--- src/rtl/cardSeqPkg.sv ---
package cardSeqPkg;

  typedef enum logic [3:0] {
    ST_IDLE,
    ST_UP_FAST,
    ST_UP_VCC,
    ST_UP_IO,
    ST_UP_CLK,
    ST_UP_RST,
    ST_ON,
    ST_DN_CLK,
    ST_DN_IO,
    ST_DN_VCC,
    ST_DN_OSC
  } seqState_e;

  typedef struct packed {
    logic setOsc;
    logic setFast;
    logic setVcc;
    logic setIo;
    logic setClk;
    logic setRst;
    logic clrRst;
    logic clrClk;
    logic clrIo;
    logic clrVcc;
    logic clrOsc;
    logic setAlert;
    logic clrAlert;
  } seqStrobe_t;

endpackage

--- src/rtl/presenceFilter.sv ---
module presenceFilter #(
  parameter int DEB_CYCLES = 1600000
) (
  input  logic clk,
  input  logic rstN,
  input  logic presRawN,
  output logic presentDeb
);
  localparam int CNT_W = $clog2(DEB_CYCLES + 1);
  localparam logic [CNT_W-1:0] CNT_LAST = CNT_W'(DEB_CYCLES - 1);

  logic metaN, syncN, stableN;
  logic [CNT_W-1:0] cnt;

  always_ff @(posedge clk or negedge rstN) begin
    if (!rstN) begin
      metaN   <= 1'b1;
      syncN   <= 1'b1;
      stableN <= 1'b1;
      cnt     <= '0;
    end else begin
      metaN <= presRawN;
      syncN <= metaN;
      if (syncN != stableN) begin
        if (cnt == CNT_LAST) begin
          stableN <= syncN;
          cnt     <= '0;
        end else begin
          cnt <= cnt + 1'b1;
        end
      end else begin
        cnt <= '0;
      end
    end
  end

  assign presentDeb = ~stableN;

  // accepted value only moves when the stability window has been filled
  assert_settle_R8: assert property (@(posedge clk) disable iff (!rstN)
    !$stable(stableN) |-> $past(cnt) == CNT_LAST);

  // counter only runs while the synchronized input disagrees
  assert_restart_R8: assert property (@(posedge clk) disable iff (!rstN)
    ($past(syncN) == $past(stableN)) |-> cnt == '0);

endmodule

--- src/rtl/seqDatapath.sv ---
module seqDatapath
  import cardSeqPkg::*;
#(
  parameter int STEP_W = 8
) (
  input  logic              clk,
  input  logic              rstN,
  input  seqStrobe_t        strobe,
  input  logic [STEP_W-1:0] stepGap,
  input  logic              hostRst,
  output logic              tick,
  output logic              oscEn,
  output logic              oscFast,
  output logic              vccEn,
  output logic              ioEn,
  output logic              clkEn,
  output logic              cardRst,
  output logic              alertLatch
);
  localparam logic [STEP_W-1:0] ONE = STEP_W'(1);

  logic [STEP_W-1:0] timer;
  logic [STEP_W-1:0] gapEff;
  logic              rstCtl;
  logic              anyStep;

  assign gapEff  = (stepGap == '0) ? ONE : stepGap;
  assign anyStep = |strobe;
  assign tick    = (timer == ONE);

  always_ff @(posedge clk or negedge rstN) begin
    if (!rstN) begin
      timer      <= '0;
      oscEn      <= 1'b0;
      oscFast    <= 1'b0;
      vccEn      <= 1'b0;
      ioEn       <= 1'b0;
      clkEn      <= 1'b0;
      rstCtl     <= 1'b0;
      cardRst    <= 1'b0;
      alertLatch <= 1'b0;
    end else begin
      if (anyStep)            timer <= gapEff;
      else if (timer != '0)   timer <= timer - 1'b1;

      if (strobe.setOsc)      oscEn <= 1'b1;
      else if (strobe.clrOsc) oscEn <= 1'b0;

      if (strobe.setFast)     oscFast <= 1'b1;
      else if (strobe.clrOsc) oscFast <= 1'b0;

      if (strobe.setVcc)      vccEn <= 1'b1;
      else if (strobe.clrVcc) vccEn <= 1'b0;

      if (strobe.setIo)       ioEn <= 1'b1;
      else if (strobe.clrIo)  ioEn <= 1'b0;

      if (strobe.setClk)      clkEn <= 1'b1;
      else if (strobe.clrClk) clkEn <= 1'b0;

      if (strobe.clrRst) begin
        rstCtl  <= 1'b0;
        cardRst <= 1'b0;
      end else begin
        if (strobe.setRst) rstCtl <= 1'b1;
        cardRst <= rstCtl & hostRst;
      end

      if (strobe.setAlert)      alertLatch <= 1'b1;
      else if (strobe.clrAlert) alertLatch <= 1'b0;
    end
  end

  // every enabled stage implies all earlier stages are still on
  assert_chain_R6: assert property (@(posedge clk) disable iff (!rstN)
    (rstCtl |-> clkEn) and (clkEn |-> ioEn) and (ioEn |-> vccEn)
    and (vccEn |-> oscFast) and (oscFast |-> oscEn));

  // card reset is a delayed, non-inverted copy of the host request
  assert_rst_follow_R4: assert property (@(posedge clk) disable iff (!rstN)
    cardRst |-> ($past(hostRst) && $past(rstCtl)));

  // fast mode only turns on after the oscillator was already running
  assert_fast_after_osc_R3: assert property (@(posedge clk) disable iff (!rstN)
    $rose(oscFast) |-> $past(oscEn));

endmodule

--- src/rtl/seqControl.sv ---
module seqControl
  import cardSeqPkg::*;
(
  input  logic       clk,
  input  logic       rstN,
  input  logic       actCmdN,
  input  logic       presentDeb,
  input  logic       anyFault,
  input  logic       tick,
  output seqStrobe_t strobe
);
  seqState_e state, stateNext;
  logic      actPrev;
  logic      cmdFall;
  logic      upPhase, dnPhase;
  logic      dropReq;

  assign cmdFall = actPrev & ~actCmdN;
  assign upPhase = state inside {ST_UP_FAST, ST_UP_VCC, ST_UP_IO, ST_UP_CLK, ST_UP_RST, ST_ON};
  assign dnPhase = state inside {ST_DN_CLK, ST_DN_IO, ST_DN_VCC, ST_DN_OSC};
  assign dropReq = anyFault | ~presentDeb | actCmdN;

  always_ff @(posedge clk or negedge rstN) begin
    if (!rstN) begin
      state   <= ST_IDLE;
      actPrev <= 1'b1;
    end else begin
      state   <= stateNext;
      actPrev <= actCmdN;
    end
  end

  always_comb begin
    strobe    = '0;
    stateNext = state;
    if (state == ST_IDLE) begin
      if (cmdFall && presentDeb && !anyFault) begin
        strobe.setOsc   = 1'b1;
        strobe.clrAlert = 1'b1;
        stateNext       = ST_UP_FAST;
      end
    end else if (upPhase) begin
      if (dropReq) begin
        strobe.clrRst   = 1'b1;
        strobe.setAlert = anyFault | ~presentDeb;
        stateNext       = ST_DN_CLK;
      end else if (tick) begin
        case (state)
          ST_UP_FAST: begin strobe.setFast = 1'b1; stateNext = ST_UP_VCC; end
          ST_UP_VCC:  begin strobe.setVcc  = 1'b1; stateNext = ST_UP_IO;  end
          ST_UP_IO:   begin strobe.setIo   = 1'b1; stateNext = ST_UP_CLK; end
          ST_UP_CLK:  begin strobe.setClk  = 1'b1; stateNext = ST_UP_RST; end
          ST_UP_RST:  begin strobe.setRst  = 1'b1; stateNext = ST_ON;     end
          default:    ;
        endcase
      end
    end else if (tick) begin
      case (state)
        ST_DN_CLK: begin strobe.clrClk = 1'b1; stateNext = ST_DN_IO;  end
        ST_DN_IO:  begin strobe.clrIo  = 1'b1; stateNext = ST_DN_VCC; end
        ST_DN_VCC: begin strobe.clrVcc = 1'b1; stateNext = ST_DN_OSC; end
        ST_DN_OSC: begin strobe.clrOsc = 1'b1; stateNext = ST_IDLE;   end
        default:   ;
      endcase
    end
  end

  // a fault seen while powering or powered sends the sequencer down next cycle
  assert_fault_down_R5: assert property (@(posedge clk) disable iff (!rstN)
    (upPhase && anyFault) |=> dnPhase);

  // power-down never re-enters power-up without passing through idle
  assert_no_restart_R7: assert property (@(posedge clk) disable iff (!rstN)
    dnPhase |=> (dnPhase || state == ST_IDLE));

  // at most one output step per cycle
  assert_one_step_R6: assert property (@(posedge clk) disable iff (!rstN)
    $onehot0({strobe.setOsc, strobe.setFast, strobe.setVcc, strobe.setIo,
              strobe.setClk, strobe.setRst, strobe.clrRst, strobe.clrClk,
              strobe.clrIo, strobe.clrVcc, strobe.clrOsc}));

endmodule

--- src/rtl/cardPowerSeq.sv ---
module cardPowerSeq
  import cardSeqPkg::*;
#(
  parameter int STEP_W     = 8,
  parameter int DEB_CYCLES = 1600000
) (
  input  logic              clk,
  input  logic              rstN,
  input  logic [STEP_W-1:0] stepGap,
  input  logic              actCmdN,
  input  logic              presRawN,
  input  logic              faultOvercur,
  input  logic              faultOvertemp,
  input  logic              supplyAlarm,
  input  logic              hostRst,
  output logic              oscEn,
  output logic              oscFast,
  output logic              vccEn,
  output logic              ioEn,
  output logic              clkEn,
  output logic              cardRst,
  output logic              alertN
);
  seqStrobe_t strobe;
  logic       presentDeb;
  logic       anyFault;
  logic       tick;
  logic       alertLatch;

  assign anyFault = faultOvercur | faultOvertemp | supplyAlarm;

  presenceFilter #(.DEB_CYCLES(DEB_CYCLES)) uFilter (
    .clk        (clk),
    .rstN       (rstN),
    .presRawN   (presRawN),
    .presentDeb (presentDeb)
  );

  seqControl uCtrl (
    .clk        (clk),
    .rstN       (rstN),
    .actCmdN    (actCmdN),
    .presentDeb (presentDeb),
    .anyFault   (anyFault),
    .tick       (tick),
    .strobe     (strobe)
  );

  seqDatapath #(.STEP_W(STEP_W)) uPath (
    .clk        (clk),
    .rstN       (rstN),
    .strobe     (strobe),
    .stepGap    (stepGap),
    .hostRst    (hostRst),
    .tick       (tick),
    .oscEn      (oscEn),
    .oscFast    (oscFast),
    .vccEn      (vccEn),
    .ioEn       (ioEn),
    .clkEn      (clkEn),
    .cardRst    (cardRst),
    .alertLatch (alertLatch)
  );

  assign alertN = presentDeb & ~alertLatch;

  // status high implies the card has been accepted as present
  assert_status_R9: assert property (@(posedge clk) disable iff (!rstN)
    alertN |-> presentDeb);

endmodule

--- config.mk ---
export PLATFORM = sky130hd
export DESIGN_NAME = cardPowerSeq
export DESIGN_NICKNAME = d
export VERILOG_FILES = /design/src/rtl/cardSeqPkg.sv /design/src/rtl/presenceFilter.sv /design/src/rtl/seqDatapath.sv /design/src/rtl/seqControl.sv /design/src/rtl/cardPowerSeq.sv
export SDC_FILE = /design/constraint.sdc
export NUM_CORES = 1
export LEC_CHECK = 0
export BUFFER_PORTS_ARGS = -buffer_cell sky130_fd_sc_hd__buf_4
export CORE_MARGIN = 5
export CORE_UTILIZATION = 50
export DETAILED_ROUTE_END_ITERATION = 16
export GPL_TIMING_DRIVEN = 0
export PLACE_DENSITY = 0.69
export SETUP_SLACK_MARGIN = 0.02
export SLEW_MARGIN = 20
export SYNTH_ARGS = -nofsm -noshare
export SYNTH_HDL_FRONTEND = slang
export SYNTH_SLANG_ARGS = --single-unit
--- constraint.sdc ---
create_clock -name clk -period 3.1 [get_ports clk]
set_clock_uncertainty 0.15 [all_clocks]
set_input_delay 0 -clock clk [delete_from_list [all_inputs] [get_ports clk]]
set_output_delay 0 -clock clk [all_outputs]
set_load 0.02 [all_outputs]
; ---- Yosys cells after proc, flatten, opt, wreduce, memory -nomap -nowiden
; Cells that the tools add are included.
[totals]
register_bits = 45
latchBits = 0
mem_bits_rw = 0
rom_bits = 0
output_inout_bits = 7
wordCells = 110
mem_count = 0
[op_classes]
n_addsub = 2
n_mul = 0
div_mod_pow = 0
n_lt_le_gt_ge = 0
eq_ne = 15
n_shift = 0
n_mux = 47
bitwise = 10
reduce_logical = 21
[ops]
columns = operator, n
row1 = $mux 21, 2
row2 = $mux 4, 8
row3 = $mux 1, 28
row4 = $mux 8, 3
row5 = $add 21x1->21 const B, 1
row6 = $eq 21x21->1 const B, 1
row7 = $pmux 4 s5, 1
row8 = $eq 4x3->1 const B, 4
row9 = $pmux 4 s4, 1
row10 = $reduce_bool 2->1, 8
row11 = $eq 4x4->1 const B, 3
row12 = $reduce_bool 6->1, 2
row13 = $reduce_or 12->1, 1
row14 = $mux 11, 1
row15 = $mux 5, 2
row16 = $eq 4x2->1 const B, 2
row17 = $eq 8x1->1 const B, 1
row18 = $logic_not 8->1, 1
row19 = $ne 8x8->1 const B, 1
row20 = $reduce_bool 8->1, 1
row21 = $sub 8x1->8 const B, 1
row22 = $mux 6, 1
row23 = $reduce_bool 3->1, 2
row24 = $reduce_and 5->1, 1
row25 = other kinds (10), 18

; ---- Longest topological paths before layout
[depth]
depth_word = 9
depth_mapped = 8
mapped_depth_nobuf = 7

; ---- Hierarchy
; A second synthesis with hierarchy kept.
[unflattened]
hier_cells = 281
hier_area_um2 = 2556.2
[by_module_without_submodules]
columns = mod, n_inst, cells_per_inst, area_each_um2
row1 = presenceFilter, 1, 121, 1204.9
row2 = seqDatapath, 1, 81, 823.3
row3 = seqControl, 1, 77, 515.5
row4 = cardPowerSeq, 1, 2, 12.5

; ---- Least setup slack after synthesis
; OpenSTA, ideal clock, no wires.
[synth_path]
kind = register to register
startpoint = register uFilter.stableN
endpoint = register uCtrl.state[1]
setup_ps = 125
arrival_ps = 2360
required_ps = 2825
path_slack_ps = 465
path_stages_with_launch = 8
path_buffers = 2
period_less_slack_ps = 2635
cell_sequence = dfstp_2 or4_4 or2_0 buf_6 a221o_2 or2_1 buf_6 mux2_4
[synth_between]
elab_chain_cells = 5
elab_cells_between_ends = 12
[synth_rtl]
columns = element, line_no
row1 = "start, declared", presenceFilter.sv:12  ; logic metaN, syncN, stableN;
row2 = "start signal, assigned", presenceFilter.sv:26  ; stableN <= syncN;
row3 = branches (longest 5 deep; another with $ne 8x8->1), -
row4 = "end signal, assigned", seqControl.sv:28  ; state <= stateNext;
row5 = "end, declared", seqControl.sv:12  ; seqState_e state, stateNext;
; Parallel ways; which one is timed is not known.
; A chain may end at the register's enable or synchronous reset.

; ---- Worst setup path after layout
[layout_path]
startpoint = register uFilter.stableN
endpoint = register uPath.timer[1]
[layout_between]
elab_chain_cells = 7
elab_cells_between_ends = 16
[layout_rtl]
columns = element, line_no
row1 = $or 1x1->1 or $not 1->1 (tied branches), "seqControl.sv:21, seqControl.sv:45, presenceFilter.sv:37"
row2 = $or 1x1->1 or $logic_and 1x1->1 (tied branches), "seqControl.sv:21, seqControl.sv:37"
row3 = $mux 1 (tied with other cells), seqControl.sv:43  ; if (dropReq) begin
row4 = $mux 1 (tied with other cells), seqControl.sv:42  ; end else if (upPhase) begin
row5 = $mux 11 or $mux 1 (tied branches), seqControl.sv:36  ; if (state == ST_IDLE) begin
row6 = $reduce_or 12->1 (*), seqDatapath.sv:28  ; assign anyStep = |strobe;
row7 = $mux 8 or $reduce_bool 2->1 (tied branches), -
row8 = "end signal, assigned", seqDatapath.sv:43  ; if (anyStep) timer <= gapEff;
row9 = "end signal, assigned", seqDatapath.sv:44  ; else if (timer != '0) timer <= timer - 1'b1;
row10 = "end, declared", seqDatapath.sv:22  ; logic [STEP_W-1:0] timer;
; Every way passes the cells marked *; elsewhere a longest branch is shown, timed or not.

==> reports/summary.md <==
Power per cell area: 694 mW/mm². Most used flip-flop cell after synthesis: sky130_fd_sc_hd__dfrtp_1. The HPWL after detailed placement was 3.43 mm; the fraction of final layout cells sized beyond drive strength 1 was 0.183. The type of the worst setup path is register to register. TritonCTS built the clock tree. First element of the critical path: uFilter.stableN. The startpoint identified for the worst hold timing path is faultOvercur. Relative to the synthesized area, the layout overhead comes to 20.8%. For the worst setup path, the data required time is 3.13 ns. The tools report the global-route wire length before repair as 8.80 mm.

The tools report the count of maximum capacitance violations as 0. The detailed router finished its first iteration with 82 violations. The final layout contains 314 nets. The clock root buffer master was sky130_fd_sc_hd__clkbuf_8. The startpoint identified for the worst register-to-register timing path is uFilter.stableN.

The initial antenna violation count came out at 0. For this block, the routed nets add up to 5.08 mm of wire. In this run the tool buffered the top-level ports with 22 buffer cells. The die outline area was 0.00635 mm²; the number of endpoints failing setup at the final stage was 0.

The number of hold violations in the final report was 0. The class of the most critical hold timing path is primary input to register. After floorplanning, the core was sized to cover 0.00472 mm². Dividing the detail-routed wire length by the instance count gives 14.0 µm. The total clock sinks was 45. Along the worst path, the maximum fanout reaches 10. The final core area utilization is 0.621, and the final max-slew violation count is 0. The library cells used most frequently in the layout, excluding fill and tap cells, are sky130_fd_sc_hd__dfrtp_1, sky130_fd_sc_hd__nor2_1, sky130_fd_sc_hd__buf_4. The I/O pin total is 23. At the worst endpoint, the arrival time is 2.80 ns.

The netlist uses 50 different library cells. The worst hold path was traced through 4 stages. The die outline width was 79.7 µm; the number of global-route vias before repair was 1,825.

Sink of the worst hold path: uPath.alertLatch. The H-tree generated during clock tree synthesis spans 2 levels. A synthesized cell averages 9.67 µm². The tools report the insertion delay to the later sink of the worst-skew pair as 0.29 ns. The Yosys step of the flow raised 0 warnings.

For this run, design rule violations remaining after detail routing come to 0. The number of synthesized register bits is 45. The tools report the finished layout cell area as 0.00293 mm².

After detailed placement, the total cell area comes to 0.00268 mm². The design draws 2040 µW. The global-route congestion overflow total came out at 0. The timing-limited maximum frequency was 0.362 GHz; the static power due to leakage was 0.00129 µW.

The run gives 0.514 as the initial core utilization. The endpoint identified for the worst register-to-register timing path is uPath.timer[1]. Clock period minus worst slack: 2.76 ns. At the pin with the least slew margin, the transition time is 0.564 ns. The internal reg-to-reg setup slack was 0.34 ns. Counting along the longest clock path gives a buffer depth of 2. The vertical extent of the die was 79.7 µm; the net count of the mapped netlist was 271. Once detail routing completed, the nets flagged for antenna violations numbered 0. The tools report the worst relative slew slack as 0.624. The worst setup path is launched from a register. The run gives 4 as the detailed-routing iteration count for the pre-antenna-repair pass. The worst setup path is captured at a register. Register area share after synthesis: 0.466. Measured in cells, the most critical reg-to-reg path has a length of 7. Setup total negative slack on the finished layout was measured at 0 ns.

After clock tree synthesis, the clock-pin slew on the worst setup and hold paths is 0.09 ns. Leaving out fill and tap cells, the most frequent cell in the layout is sky130_fd_sc_hd__dfrtp_1. The run gives 0.867 as the routability congestion estimate. The repair_antennas step left the layout with diodes totalling 0. Setup repair after global routing left no endpoint under its margin. In this run, CTS created clock tree buffers numbering 5. The fraction of synthesis flops using an asynchronous set or reset pin was 1.00.

The number of placement rows is 25, and the worst supply voltage drop on vdd is 0.354 mV. Across all layers, the routed design uses 1,944 vias. The logs give 46 for the maximum number of pins on one net before global-route repair and 0.335 ns for the smallest setup slack after layout. The mapped netlist covers 0.00243 mm². The number of synthesized flops with an enable pin was 0; the post-CTS resize count was 0.

After detailed routing, the number of vias per cell comes to 5.37. The flow ran to the end, and the final reports show no timing, DRC or antenna violations. Prior to clock tree synthesis, the placed netlist has a worst setup slack of 0.335 ns.

The synthesized instance count was 251. The total routing resource utilization after global routing was 0.178. The final period utilization was 0.892.
## worst max-delay path by stage
stage,endpoint,slack (ns),depth (start not counted)
2_1_floorplan,uCtrl.state[1],0.46,7
3_3_place_gp,uPath.timer[5],0.35,7
3_5_place_dp,uPath.timer[1],0.34,7
4_1_cts,uPath.timer[1],0.33,7
5_1_grt,uCtrl.state[1],0.25,7
6_report,uPath.timer[1],0.34,7
## cell usage after synthesis (2+ instances only)
| cell | n | share of area |
|---|---|---|
| sky130_fd_sc_hd__nor2_1 | 36 | 0.056 |
| sky130_fd_sc_hd__o21ai_0 | 9 | 0.019 |
| sky130_fd_sc_hd__o31ai_1 | 3 | 0.0093 |
| sky130_fd_sc_hd__and4_1 | 2 | 0.0072 |
| sky130_fd_sc_hd__a211oi_1 | 2 | 0.0062 |
| sky130_fd_sc_hd__nand3_1 | 10 | 0.021 |
| sky130_fd_sc_hd__xor2_1 | 11 | 0.040 |
| sky130_fd_sc_hd__mux2_4 | 4 | 0.025 |
| sky130_fd_sc_hd__dfrtp_1 | 41 | 0.42 |
| sky130_fd_sc_hd__a21oi_1 | 13 | 0.027 |
| sky130_fd_sc_hd__nand4_1 | 7 | 0.018 |
| sky130_fd_sc_hd__inv_1 | 9 | 0.014 |
| sky130_fd_sc_hd__mux2_2 | 3 | 0.014 |
| sky130_fd_sc_hd__nand2_1 | 18 | 0.028 |
| sky130_fd_sc_hd__o32ai_1 | 2 | 0.0072 |
| sky130_fd_sc_hd__nand2b_1 | 2 | 0.0052 |
| sky130_fd_sc_hd__xnor2_1 | 13 | 0.047 |
| sky130_fd_sc_hd__or2_2 | 3 | 0.0077 |
| sky130_fd_sc_hd__ha_1 | 4 | 0.021 |
| sky130_fd_sc_hd__nor3_1 | 9 | 0.019 |
| sky130_fd_sc_hd__and3_1 | 6 | 0.015 |
| sky130_fd_sc_hd__mux2i_1 | 3 | 0.012 |
| sky130_fd_sc_hd__nor4_1 | 4 | 0.010 |
| sky130_fd_sc_hd__dfstp_2 | 4 | 0.043 |
| sky130_fd_sc_hd__clkbuf_1 | 7 | 0.011 |
| sky130_fd_sc_hd__buf_6 | 2 | 0.0093 |
## report_power, final
group	total (µW)	switching, µW	internal (µW)
logic	793	413	379
clock network	461	198	263
registers	781	98.0	683
## cells by family (layout without fill, tap and decap cells)
kind of cell,count (synthesis),in the layout,share of synthesized area
AND/OR/NAND/NOR,109,109,0.228
flip-flops,45,45,0.466
AO/OA/AOI/OAI,39,39,0.104
XOR/XNOR,24,24,0.0866
buffers and inverters,19,63,0.0397
multiplexers,10,10,0.0510
adder cells (fa/ha/maj),5,5,0.0247
## state kept, by name, indices dropped and copies added (netlist names)
register,flops
uCtrl.actPrev,1
uCtrl.state,4
uFilter.cnt,21
uFilter.metaN,1
uFilter.stableN,1
uFilter.syncN,1
uPath.alertLatch,1
uPath.cardRst,1
uPath.clkEn,1
uPath.ioEn,1
uPath.oscEn,1
uPath.oscFast,1
uPath.rstCtl,1
uPath.timer,8
uPath.vccEn,1
## cell type report
class / count / area (µm²)
Buffer: 10 / 62.6
Clock buffer: 7 / 86.3
Clock inverter: 1 / 30.0
Fill cell: 401 / 1790
Inverter: 9 / 33.8
Multi-Input combinational cell: 187 / 1200
Sequential cell: 45 / 1130
Tap cell: 67 / 83.8
Timing Repair Buffer: 36 / 305
## worst max-delay path, cell delays in order (launching register included)
cell and delay (ns):
sky130_fd_sc_hd__dfstp_2 0.39, sky130_fd_sc_hd__or4_4 0.56, sky130_fd_sc_hd__or2_0 0.23, sky130_fd_sc_hd__buf_6 0.15
sky130_fd_sc_hd__a221o_2 0.47, sky130_fd_sc_hd__or2_1 0.26, sky130_fd_sc_hd__buf_6 0.15, sky130_fd_sc_hd__mux2_4 0.30
## what timing repair did
action	CTS	global route
hold buffers	14	0
endpoints found under the hold margin	57	0
endpoints found under the setup margin	0	0
buffers inserted	0	0
## per-stage QoR
stage | instances | hold slack [ns]
floorplan | 251 | -0.446
global placement | 340 | -0.108
detailed placement | 340 | -0.112
CTS | 362 | 0.0175
global route | 362 | 0.0349
finish | 362 | 0.0151
## routing by layer
| metal | part of all wire | wire (µm) | track usage |
|---|---|---|---|
| met1 | 0.50 | 2520 | 0.248 |
| met5 | 0 | 0 | 0 |
| met2 | 0.45 | 2290 | 0.278 |
| met4 | 0.011 | 56 | 0.0567 |
| met3 | 0.042 | 212 | 0.0372 |
Power figures use the tool's default switching activity.
